**src/rtl/a429_rx_pkg.sv**
```systemverilog
package a429_rx_pkg;
  // Pair of return-to-zero levels: one pulses for a One bit, zero for a Zero bit.
  typedef struct packed {
    logic one;
    logic zero;
  } a429_lv_t;

  // Lane order of the asynchronous inputs through the synchronizer.
  localparam int unsigned LN_ONE   = 0;
  localparam int unsigned LN_ZERO  = 1;
  localparam int unsigned TS_ONE   = 2;
  localparam int unsigned TS_ZERO  = 3;
  localparam int unsigned GAP_LANE = 4;
  localparam int unsigned N_LANES  = 5;
endpackage

```
**src/rtl/a429_sync.sv**
```systemverilog
module a429_sync #(
  parameter int unsigned LANES  = 5,
  parameter int unsigned STAGES = 2
) (
  input  logic             clk,
  input  logic             rst_n,
  input  logic [LANES-1:0] din,
  output logic [LANES-1:0] dout
);
  for (genvar g = 0; g < LANES; g++) begin : g_lane
    logic [STAGES-1:0] chain;
    always_ff @(posedge clk) begin
      if (!rst_n) chain <= '0;
      else        chain <= {chain[STAGES-2:0], din[g]};
    end
    assign dout[g] = chain[STAGES-1];
  end
endmodule

```
**src/rtl/a429_word_asm.sv**
```systemverilog
module a429_word_asm
  import a429_rx_pkg::*;
#(
  parameter int unsigned WORD_W = 32,
  parameter int unsigned CNT_W  = 6
) (
  input  logic              clk,
  input  logic              rst_n,
  input  a429_lv_t          lv,
  input  logic              clear,
  output logic              bit_evt,
  output logic [WORD_W-1:0] word,
  output logic [CNT_W-1:0]  bit_cnt,
  output logic              line_err,
  output logic              active
);
  localparam logic [CNT_W-1:0] CNT_SAT = CNT_W'(WORD_W + 1);

  a429_lv_t lv_q;
  logic     rise_one, rise_zero;

  assign rise_one  = lv.one  & ~lv_q.one;
  assign rise_zero = lv.zero & ~lv_q.zero;
  assign bit_evt   = rise_one | rise_zero;
  assign active    = (bit_cnt != '0);

  always_ff @(posedge clk) begin
    if (!rst_n) begin
      lv_q     <= '0;
      word     <= '0;
      bit_cnt  <= '0;
      line_err <= 1'b0;
    end else begin
      lv_q <= lv;
      if (clear) begin
        word     <= '0;
        bit_cnt  <= '0;
        line_err <= 1'b0;
      end else begin
        if (bit_evt) word <= {rise_one, word[WORD_W-1:1]};
        if (bit_evt && bit_cnt != CNT_SAT) bit_cnt <= bit_cnt + 1'b1;
        if (lv.one && lv.zero) line_err <= 1'b1;
      end
    end
  end
endmodule

```
**src/rtl/a429_gap_timer.sv**
```systemverilog
module a429_gap_timer #(
  parameter int unsigned GAP_CYC = 16
) (
  input  logic clk,
  input  logic rst_n,
  input  logic gap_lv,
  input  logic bit_evt,
  input  logic active,
  output logic done
);
  localparam int unsigned CW = (GAP_CYC < 2) ? 1 : $clog2(GAP_CYC);
  localparam logic [CW-1:0] LAST = CW'(GAP_CYC - 1);

  logic          gap_q, gap_rise;
  logic [CW-1:0] cnt;

  assign gap_rise = gap_lv & ~gap_q;
  assign done     = active & gap_rise & ~bit_evt & (cnt == LAST);

  always_ff @(posedge clk) begin
    if (!rst_n) begin
      gap_q <= 1'b0;
      cnt   <= '0;
    end else begin
      gap_q <= gap_lv;
      if (bit_evt || !active) cnt <= '0;
      else if (gap_rise)      cnt <= done ? '0 : cnt + 1'b1;
    end
  end
endmodule

```
**src/rtl/a429_rx_buf.sv**
```systemverilog
module a429_rx_buf #(
  parameter int unsigned WORD_W = 32,
  parameter int unsigned HALF_W = 16
) (
  input  logic              clk,
  input  logic              rst_n,
  input  logic              done,
  input  logic              good,
  input  logic [WORD_W-1:0] word,
  output logic              out_valid,
  input  logic              out_ready,
  output logic [HALF_W-1:0] out_data,
  output logic              out_last,
  output logic              err
);
  logic [WORD_W-1:0] hold;
  logic              half;
  logic              load;

  assign load     = done & good;
  assign out_last = half;
  assign out_data = half ? hold[WORD_W-1 -: HALF_W] : hold[HALF_W-1:0];

  always_ff @(posedge clk) begin
    if (!rst_n) begin
      hold      <= '0;
      half      <= 1'b0;
      out_valid <= 1'b0;
      err       <= 1'b0;
    end else begin
      if (done) err <= ~good;
      if (load) begin
        hold      <= word;
        half      <= 1'b0;
        out_valid <= 1'b1;
      end else if (out_valid && out_ready) begin
        if (!half) begin
          half <= 1'b1;
        end else begin
          half      <= 1'b0;
          out_valid <= 1'b0;
        end
      end
    end
  end
endmodule

```
**src/rtl/a429_word_rx.sv**
```systemverilog
module a429_word_rx
  import a429_rx_pkg::*;
#(
  parameter int unsigned WORD_W      = 32,
  parameter int unsigned GAP_CYC     = 16,
  parameter int unsigned SYNC_STAGES = 2
) (
  input  logic              clk,
  input  logic              rst_n,
  input  logic              line_one,
  input  logic              line_zero,
  input  logic              test_one,
  input  logic              test_zero,
  input  logic              gap_clk,
  input  logic              par_en,
  output logic              out_valid,
  input  logic              out_ready,
  output logic [WORD_W/2-1:0] out_data,
  output logic              out_last,
  output logic              err
);
  localparam int unsigned HALF_W = WORD_W / 2;
  localparam int unsigned CNT_W  = $clog2(WORD_W + 2);

  logic [N_LANES-1:0] raw, syn;
  a429_lv_t           line_lv, test_lv, sel_lv;
  logic               test_sel;
  logic               bit_evt, line_err, active;
  logic [WORD_W-1:0]  word;
  logic [CNT_W-1:0]   bit_cnt;
  logic               word_done, word_good;

  assign raw[LN_ONE]   = line_one;
  assign raw[LN_ZERO]  = line_zero;
  assign raw[TS_ONE]   = test_one;
  assign raw[TS_ZERO]  = test_zero;
  assign raw[GAP_LANE] = gap_clk;

  a429_sync #(.LANES(N_LANES), .STAGES(SYNC_STAGES)) u_sync (
    .clk(clk), .rst_n(rst_n), .din(raw), .dout(syn)
  );

  assign line_lv  = '{one: syn[LN_ONE], zero: syn[LN_ZERO]};
  assign test_lv  = '{one: syn[TS_ONE], zero: syn[TS_ZERO]};
  assign test_sel = test_lv.one | test_lv.zero;
  assign sel_lv   = test_sel ? test_lv : line_lv;

  a429_word_asm #(.WORD_W(WORD_W), .CNT_W(CNT_W)) u_asm (
    .clk(clk), .rst_n(rst_n), .lv(sel_lv), .clear(word_done),
    .bit_evt(bit_evt), .word(word), .bit_cnt(bit_cnt),
    .line_err(line_err), .active(active)
  );

  a429_gap_timer #(.GAP_CYC(GAP_CYC)) u_gap (
    .clk(clk), .rst_n(rst_n), .gap_lv(syn[GAP_LANE]),
    .bit_evt(bit_evt), .active(active), .done(word_done)
  );

  // Exact count, no line error, and odd parity when enforced.
  assign word_good = (bit_cnt == CNT_W'(WORD_W)) && !line_err
                     && (!par_en || (^word));

  a429_rx_buf #(.WORD_W(WORD_W), .HALF_W(HALF_W)) u_buf (
    .clk(clk), .rst_n(rst_n), .done(word_done), .good(word_good),
    .word(word), .out_valid(out_valid), .out_ready(out_ready),
    .out_data(out_data), .out_last(out_last), .err(err)
  );
endmodule

```
**config.mk**
```make
export PLATFORM = sky130hd
export DESIGN_NAME = a429_word_rx
export DESIGN_NICKNAME = d
export VERILOG_FILES = /design/src/rtl/a429_rx_pkg.sv /design/src/rtl/a429_sync.sv /design/src/rtl/a429_word_asm.sv /design/src/rtl/a429_gap_timer.sv /design/src/rtl/a429_rx_buf.sv /design/src/rtl/a429_word_rx.sv
export SDC_FILE = /design/constraint.sdc
export NUM_CORES = 1
export LEC_CHECK = 0
export ABC_AREA = 1
export BUFFER_PORTS_ARGS = -buffer_cell sky130_fd_sc_hd__buf_2
export CORE_UTILIZATION = 61
export DETAILED_ROUTE_END_ITERATION = 12
export MAX_ROUTING_LAYER = met4
export PLACE_DENSITY = 0.86
export SLEW_MARGIN = 10
export SYNTH_ARGS = -nofsm -noshare
export SYNTH_HDL_FRONTEND = slang
export SYNTH_SLANG_ARGS = --single-unit
```
**constraint.sdc**
```tcl
create_clock -name clk -period 2 [get_ports clk]
set_input_delay 0.1 -clock clk [delete_from_list [all_inputs] [get_ports clk]]
set_output_delay 0.1 -clock clk [all_outputs]
set_load 0.005 [all_outputs]
```
After elaboration in Yosys (flattened, before gate mapping)
Cells that the tools add are included.
Widths: inputs -> output; s select.
{ "totals": {"regBits": 91, "in_bits": 9, "out_inout_bits": 19, "word_cells": 61} }
{ "op_classes": {"add_sub_neg": 2, "eq_ne": 3, "mux": 7, "n_bitwise": 15, "n_reduce_logical": 18} }
{ "ops": {"columns": ["operator", "count"], "rows": [
  ["$reduce_xor 32->1", 1],
  ["$mux 16", 1],
  ["$and 1x1->1", 7],
  ["$add 6x1->6 const B", 1],
  ["$eq 6x6->1 const B", 1],
  ["$ne 6x6->1 const B", 1],
  ["$not 1->1", 6],
  ["$reduce_bool 6->1", 1],
  ["$reduce_or 2->1", 3],
  ["$logic_and 1x1->1", 5],
  ["$add 4x1->4 const B", 1],
  ["$eq 4x4->1 const B", 1],
  ["$mux 1", 4],
  ["$mux 4", 1],
  ["$reduce_bool 2->1", 2],
  ["$logic_not 1->1", 3],
  ["$logic_or 1x1->1", 2],
  ["$mux 2", 1],
  ["$or 1x1->1", 2],
  ["$reduce_and 2->1", 1]
]} }

Depth between registers and ports, before layout
Gate-level depths: netlist of run 1.
{ "depth": {"ltp_word": 10, "depth_mapped": 18, "ltp_nobuf": 16} }

Modules after synthesis
A second synthesis of run 1 with hierarchy kept.
{ "unflattened": {"cells_unflattened": 754, "area_unflattened_um2": 4636.9} }
{ "by_module_without_submodules": {"columns": ["mod", "instances", "cells_per_inst", "area_per_inst_um2", "seq_area_each_um2"], "rows": [
  ["a429_word_asm", 1, 208, 1607.8, 820.8],
  ["a429_rx_buf", 1, 256, 1594.0, 700.7],
  ["a429_word_rx", 1, 211, 834.6, 0.0],
  ["a429_sync", 1, 36, 324.1, 200.2],
  ["a429_gap_timer", 1, 43, 276.5, 100.1]
]} }

Worst setup path after synthesis of run 1
OpenSTA, ideal clock, no wires.
{ "synth_timing": {"path_kind": "register -> register", "start": "register u_asm.bit_cnt[0]", "end": "register u_buf.hold[23]", "setup_time_ns": 0.115, "t_arrival_ns": 1.583, "required_ns": 1.885, "setup_slack_ns": 0.302, "path_stages_with_launch": 13, "n_path_buf": 2, "synth_period_minus_slack_ns": 1.698, "cell_sequence": "dfxtp_1 > inv_1 > ha_1 > nand2_1 > nor3_2 > nor2_4 > nand3_2 > nor3_2 > buf_4 > buf_4 > nand3_1 > nand2_1 > nor2_1"} }
{ "synth_between": {"elab_chain_cells": 5, "elab_cells_between_ends": 8, "cone_classes": "eq/ne (1); bitwise (4); reduce/logical (3)"} }
{ "synth_lines": {"columns": ["element", "line_no", "source"], "rows": [
  ["start, declared", "a429_word_asm.sv:13", "output logic [CNT_W-1:0] bit_cnt,"],
  ["start signal, assigned", "a429_word_asm.sv:41", "if (bit_evt && bit_cnt != CNT_SAT) bit_cnt <= bit_cnt + 1'b1;"],
  ["$reduce_bool 6->1", "a429_word_asm.sv:25", "assign active = (bit_cnt != '0);"],
  ["$and 1x1->1 (3 in a row)", "a429_gap_timer.sv:18", "assign done = active & gap_rise & ~bit_evt & (cnt == LAST);"],
  ["$and 1x1->1 *", "a429_rx_buf.sv:20", "assign load = done & good;"],
  ["end signal, assigned", "a429_rx_buf.sv:33", "hold <= word;"],
  ["end, declared", "a429_rx_buf.sv:16", "logic [WORD_W-1:0] hold;"]
]} }
Every way passes the cells marked *; elsewhere a longest branch is shown, timed or not.
A chain may end at the register's enable or synchronous reset.

Final worst setup path of run 1
{ "layout_timing": {"start": "register u_asm.word[31]", "end": "register u_buf.hold[22]"} }
{ "layout_between": {"elab_chain_cells": 4} }
{ "layout_lines": {"columns": ["element", "line_no", "source"], "rows": [
  ["start, declared", "a429_word_asm.sv:12", "output logic [WORD_W-1:0] word,"],
  ["start signal, assigned", "a429_word_asm.sv:40", "if (bit_evt) word <= {rise_one, word[WORD_W-1:1]};"],
  ["$reduce_xor 32->1", "a429_word_rx.sv:61", "&& (!par_en || (^word));"],
  ["$logic_or 1x1->1", "a429_word_rx.sv:61", null],
  ["$logic_and 1x1->1", "a429_word_rx.sv:61", null],
  ["$and 1x1->1", "a429_rx_buf.sv:20", null]
]} }
No other way between the ends.

==> flow_metrics.tcl, run 1 <==
set metrics [dict create \
    status "finished clean" \
    min_path_type "in -> reg" \
    synth_edf_count 0 \
    avgRoutedWirePerCell_um 13.1 \
    fmax_ghz 0.513 \
    finalWorstSetupSlack_ns 0.0503 \
    synth_xor_xnor_area_share_pct 1.16 \
    syn-num-nets 711 \
    endpoint "u_buf.hold[22]" \
    startpoint_type "register" \
    synth_ff_type "dfxtp_1" \
    die_w_um 88.1 \
    synthArstFlopShare_pct 0 \
    worstMarginPinSlew_ns 0.472 \
    num_antenna_cells 0 \
    power_leakage_nw 2.39 \
    synth-simple-area-share_pct 38.5 \
    rr_endpoint "u_buf.hold[22]" \
    slew_headroom_pct 68.4 \
    drive_above_1_share_pct 25.3 \
    synth_area_leaders "dfxtp_1 40%, nand2_1 26%, a21oi_1 7.9%, nor2_1 4.1%, inv_1 3.8%" \
    gp_congestion 0.818 \
    r2r_slack_ns 0.05 \
    fillerInstances 524 \
    gr-total-overflow 0 \
    ys_ff_latch 91 \
    reg2reg_from "u_asm.word[31]" \
    peakVddDrop_mv 0.492 \
    cts.sinks 91 \
    nets 747 \
    cts_buffer_depth 2 \
    dr.pass1.iters 5 \
    worstSetupEndpointType "register" \
    pre_cts_slack_ns 0.0658 \
    cts_htree_levels 3 \
    synthTopCellsByCount "315 x nand2_1, 91 x dfxtp_1, 71 x a21oi_1" \
    viasPerCell 5.32 \
    ys_seq_area_share_pct 40.3 \
    cts_root_buffer "clkbuf_8" \
    cts_buffers 9 \
    min_period_over_period_pct 97.5 \
    rows 31 \
    syn_area_um2 4520 \
    num_vias 4453 \
    area_growth_pct 18.8 \
    grt_pass1_wl_um 16100 \
    synth_compound_area_share_pct 8.75 \
    slew_violations 0 \
    synth_cells 698 \
    start_util_pct 62.6 \
    die_area_um2 7750 \
    routed_wl_um 10900 \
    grt_pass1_vias 3614 \
    clock_skew_ns 0.0116 \
    synth_top_cell_area_share_pct 40.3 \
    power_density_nw_per_um2 619 \
    synthAdderAreaFrac_pct 1.11 \
    reg2reg_depth 16 \
    dieHeight_um 88.1 \
    setup_viol 0 \
    cp_max_fo 8 \
    ys_warn_count 0 \
    worstSkewPairLatency_ns 0.36 \
    yosysUniqueCellTypes 31 \
    crit_start "u_asm.word[31]" \
    dp_hpwl_um 6850 \
    fin_crit_ns 1.95 \
    stdcell_area_um2 5370 \
    drv_cap 0 \
    synthMuxAreaShare_pct 0 \
    ios 28 \
    critPathRequiredTime_ns 2.25 \
    drt_iter0_drc 300 \
    worstPathArrival_ns 2.20 \
    grt_usage_pct 27.5 \
    hold_violations 0 \
    grt_max_degree 47 \
    synth_area_leader_cell "dfxtp_1" \
    worstSetupPathType "reg -> reg" \
    detailed_place.area_um2 4720 \
    syn_avg_cell_area_um2 6.47 \
    numPortBuffers 27 \
    clkSlewWorstSetupHoldPaths_ns 0.08 \
    synth_top_family_by_area "simple AND/OR/NAND/NOR gates" \
    drc 0 \
    core_area_um2 7210 \
    antenna_found_initial 0 \
    tritoncts "built" \
    postRouteAntennaNets 0 \
    synthMostInstantiatedCell "nand2_1" \
]
-- area by class of cell --
| class | count | area [µm²] | share of cell area, % |
|---|---|---|---|
| clock buffer | 14 | 173 | 3.22 |
| tap | 99 | 124 | 2.31 |
| inverter | 69 | 264 | 4.92 |
| timing repair buffer | 57 | 520 | 9.70 |
| clock inverter | 1 | 7.51 | 0.140 |
| multi-input combinational | 506 | 2370 | 44.1 |
| sequential | 91 | 1910 | 35.6 |
-- per-stage QoR --
step | total power (W) | TNS, ns | std cells | hold WS [ns] | util [%]
floorplan | 0.00210 | 0 | 698 | 0.198 | -
global placement | 0.00214 | 0 | 804 | 0.280 | 65.5
detailed placement | 0.00216 | 0 | 804 | 0.288 | 65.5
CTS | 0.00328 | 0 | 824 | 0.0480 | 68.7
global route | 0.00344 | -0.406 | 837 | 0.0888 | 74.4
finish | 0.00332 | 0 | 837 | 0.0531 | 74.4
-- registers in the layout (all words and copies together), names as in the netlist --
signal	flops
u_asm.bit_cnt	6
u_asm.line_err	1
u_asm.lv_q	2
u_asm.word	32
u_buf.err	1
u_buf.hold	32
u_buf.out_last	1
u_buf.out_valid	1
u_gap.cnt	4
u_gap.gap_q	1
u_sync.g_lane.chain	10
-- kinds of logic after synthesis --
| kind of cell | count (synthesis) |
|---|---|
| adders and majority gates | 4 |
| and+or+nand+nor | 419 |
| buffers and inverters | 101 |
| AOI/OAI and AO/OA | 77 |
| DFF | 91 |
| xor gates and xnor gates | 6 |
-- power breakdown --
part	switching (W)	internal (W)	total (W)	leakage (nW)
Clock	0.000605	0.000549	0.00115	0.0888
Sequential	0.0000153	0.00181	0.00182	0.759
Combinational	0.000213	0.000132	0.000345	1.54
Total	0.000833	0.00249	0.00332	2.39
-- worst min path at each step --
stage	from	cells after the start	endpoint	slack, ns
final	rst_n	3	u_asm.lv_q[0]	0.05
after global routing	rst_n	3	u_asm.lv_q[0]	0.09
after CTS	rst_n	3	u_asm.lv_q[0]	0.05
after detailed placement	test_zero	3	u_sync.g_lane[3].chain[0]	0.29
after global placement	line_zero	3	u_sync.g_lane[1].chain[0]	0.28
after floorplan	line_one	2	u_sync.g_lane[0].chain[0]	0.20
-- timing repair --
| item | in CTS | in global routing |
|---|---|---|
| endpoints found under the setup margin | 0 | 67 |
| hold endpoints to repair | 5 | 0 |
| buffers inserted | 0 | 7 |
| resized for setup | 0 | 106 |
| hold buffers | 5 | 0 |
-- cell usage in the layout, fill, tap and decap left out, drive strengths merged, types with 5 or more instances in the layout --
cell	n
nand2	316
dfxtp	91
a21oi	73
inv	68
nor2	51
buf	48
nand3	41
clkbuf	18
dlygate4sd3	5
-- worst max-delay path, stage by stage, from the launching register on --
cell,delay [ns]
dfxtp_2,0.39
inv_2,0.08
nand2_1,0.07
nand2_1,0.07
nand2_1,0.08
nand2_1,0.05
nand2_1,0.07
nand2_2,0.07
inv_1,0.05
nand2_1,0.06
nand2_2,0.10
inv_2,0.04
nand2_2,0.07
nand3_4,0.19
buf_6,0.21
a21oi_1,0.17
nor2_1,0.08
-- metal layers --
| metal | track usage (%) | wire (µm) |
|---|---|---|
| met5 | - | 0 |
| met4 | 11.3 | 292 |
| met3 | 3.77 | 590 |
| met2 | 42.0 | 5200 |
| met1 | 36.7 | 4850 |
Note: power is estimated with default switching activity, not from simulation.
==> run 2, diff against run 1 <==
- ABC_AREA: 1 -> 0
- CORE_ASPECT_RATIO: unset -> 1.1
==> flow_metrics.tcl, run 2 <==
set metrics [dict create \
    synth_edf_count 0 \
    synthMuxAreaShare_pct 17.6 \
    grt_usage_pct 34.8 \
    grt_util_met1_pct 35.4 \
    ios 28 \
    rr_endpoint "u_buf.hold[31]" \
    final_cell_mix "132 x nand2_1, 89 x dfxtp_1, 55 x a21oi_2, 55 x buf_4, 41 x a21oi_1" \
    gr-total-overflow 0 \
    synth_area_leaders "dfxtp_1 38%, mux2i_1 14%, a21oi_1 10%, nand2_1 10%, xnor2_1 5.5%" \
    fillerInstances 312 \
    ys_warn_count 0 \
    antenna_found_initial 0 \
    setup_viol 75 \
    cts_buffers 9 \
    cts_buffer_depth 2 \
    startpoint_type "register" \
    syn-num-nets 562 \
    num_antenna_cells 0 \
    synth_compound_area_share_pct 12.3 \
    synthAdderAreaFrac_pct 1.05 \
    worstSetupPathType "reg -> reg" \
    routed_wl_um 18100 \
    dr.pass1.iters 6 \
    cts_htree_levels 3 \
    clkSlewWorstSetupHoldPaths_ns 0.10 \
    core_area_um2 7510 \
    dieHeight_um 94.7 \
    tritoncts "built" \
    syn_area_um2 4770 \
    syn_avg_cell_area_um2 8.68 \
    finalWorstSetupSlack_ns -0.621 \
    yosysUniqueCellTypes 46 \
    cpMaxStageDelayCell "or4b_4" \
    numPortBuffers 27 \
    grt_max_degree 35 \
    ys_ff_latch 91 \
    drv_cap 0 \
    synthTopCellsByCount "132 x nand2_1, 100 x a21oi_1, 91 x dfxtp_1" \
    power_leakage_nw 2.28 \
    rsz0062_at_grt "true" \
    viasPerCell 6.72 \
    synth_area_leader_cell "dfxtp_1" \
    die_area_um2 8170 \
    hp-start "rst_n" \
    synth-simple-area-share_pct 16.7 \
    critPathRequiredTime_ns 2.28 \
    slowest_delay_ns 0.45 \
    ys_seq_area_share_pct 38.2 \
    cts.sinks 91 \
    synth_ff_type "dfxtp_1" \
    nets 644 \
    peakVddDrop_mv 0.557 \
    whs_path_depth 2 \
    cp_max_fo 5 \
    drive_above_1_share_pct 39.5 \
    r2r_slack_ns -0.62 \
    final_common_cell "nand2_1" \
    worstPathArrival_ns 2.90 \
    synth_xor_xnor_area_share_pct 7.32 \
    hold_violations 0 \
    synth_cells 549 \
    status "complete, but fails checks" \
    die_w_um 86.3 \
    fmax_ghz 0.381 \
    rows 33 \
    slew_violations 0 \
    drc 0 \
    slew_headroom_pct 54.2 \
    synthMostInstantiatedCell "nand2_1" \
    failed_checks "setup timing" \
    fin_crit_ns 2.62 \
    synth_top_cell_area_share_pct 38.2 \
    cts_root_buffer "clkbuf_8" \
    worstPathCellList "inv_2, ha_4, or4b_4, or4_4, nor3_4, buf_6, buf_12, mux2i_4, a21oi_2, mux2i_1" \
    avgRoutedWirePerCell_um 24.4 \
    reg2reg_depth 10 \
    num_vias 4982 \
    synth_top_family_by_area "multiplexers" \
    use_met3_pct 5.94 \
    clock_skew_ns 0.0150 \
    worstMarginPinSlew_ns 0.682 \
    start_util_pct 63.4 \
    min_period_over_period_pct 131 \
    dp_hpwl_um 7320 \
    drt_iter0_drc 573 \
    grt_pass1_wl_um 21100 \
    min_path_type "in -> reg" \
    top_regs "u_asm.word x32, u_buf.hold x32, u_sync.g_lane.chain x10" \
    worstSetupEndpointType "register" \
    grtUsageMet2_pct 63.1 \
    worstSkewPairLatency_ns 0.38 \
    postRouteAntennaNets 0 \
    synthArstFlopShare_pct 0 \
    fin_hold_ws_ns 0.0639 \
    grt_pass1_vias 4463 \
    power_density_nw_per_um2 619 \
    holdPathEnd "u_buf.out_valid" \
    gp_congestion 0.835 \
    area_growth_pct 38.0 \
    p_total_w 0.00408 \
    grt.busiest_layer "met2" \
    reg2reg_from "u_asm.bit_cnt[0]" \
]
[run 2: area by class of cell]
| cell class | instances | area [µm²] | area share (%) |
|---|---|---|---|
| multi-input combinational | 418 | 3350 | 50.9 |
| tap | 105 | 131 | 2.00 |
| clock buffer | 10 | 128 | 1.94 |
| clock inverter | 6 | 136 | 2.07 |
| inverter | 3 | 11.3 | 0.171 |
| sequential | 91 | 1820 | 27.7 |
| timing repair buffer | 108 | 1000 | 15.2 |
[run 2: layer usage]
metal	up-vias	wire length (µm)
met5	-	0
met4	0	1570
met3	177	2020
met2	426	8610
met1	2350	5900
li1	2029	-
[run 2: logic make-up (layout without fill, tap and decap cells)]
group / after synthesis / after routing
xor+xnor: 39 / 39
simple gates: 182 / 182
buf+inv: 40 / 127
flops: 91 / 91
mux: 82 / 82
fa+ha+maj: 4 / 4
compound gates: 111 / 111
[run 2: worst max-delay path, delay by kind of cell, from the launching register on]
| family | cells | cell delay (ns) |
|---|---|---|
| AND/OR/NAND/NOR | 3 | 1.08 |
| multiplexers | 2 | 0.48 |
| buffers and inverters | 3 | 0.43 |
| flip-flops | 1 | 0.34 |
| adder cells (fa/ha/maj) | 1 | 0.11 |
| AO/OA/AOI/OAI | 1 | 0.07 |
[run 2: stage by stage]
| step | setup slack (ns) | instance area [µm²] | utilization, % | std cells | TNS (ns) |
|---|---|---|---|---|---|
| after floorplan | -0.328 | 4790 | - | 549 | -10.06 |
| after global placement | -0.365 | 5290 | 70.4 | 702 | -11.65 |
| after detailed placement | -0.536 | 5290 | 70.4 | 702 | -14.39 |
| after CTS | -0.439 | 5910 | 78.6 | 732 | -12.95 |
| after global routing | -0.789 | 6580 | 87.6 | 741 | -31.39 |
| final | -0.621 | 6580 | 87.6 | 741 | -25.20 |
[run 2: how the worst max path moves through the flow]
stage / from / endpoint / slack [ns] / cells after the start
2_1_floorplan: u_asm.bit_cnt[0] / u_buf.hold[10] / -0.33 / 10
3_3_place_gp: u_asm.bit_cnt[1] / u_buf.hold[19] / -0.37 / 9
3_5_place_dp: u_asm.bit_cnt[1] / u_buf.hold[6] / -0.54 / 9
4_1_cts: u_asm.bit_cnt[1] / u_buf.hold[13] / -0.44 / 10
5_1_grt: u_asm.bit_cnt[1] / u_buf.hold[2] / -0.79 / 10
6_report: u_asm.bit_cnt[0] / u_buf.hold[31] / -0.62 / 10
[run 2: power by group]
group	total (W)	leakage, nW	switching [W]	internal [W]
clock network	0.00170	0.127	0.000734	0.000962
registers	0.00185	0.737	0.0000144	0.00183
logic	0.000532	1.42	0.000304	0.000228
total	0.00408	2.28	0.00105	0.00302
[run 2: repair_timing]
action / CTS / global route
pin swaps: 1 / 4
setup buffers: 6 / 6
endpoints found under the hold margin: 5 / 0
setup endpoints to repair: 36 / 73
resized for setup: 37 / 114
cloned: 3 / 7
hold buffers: 5 / 0
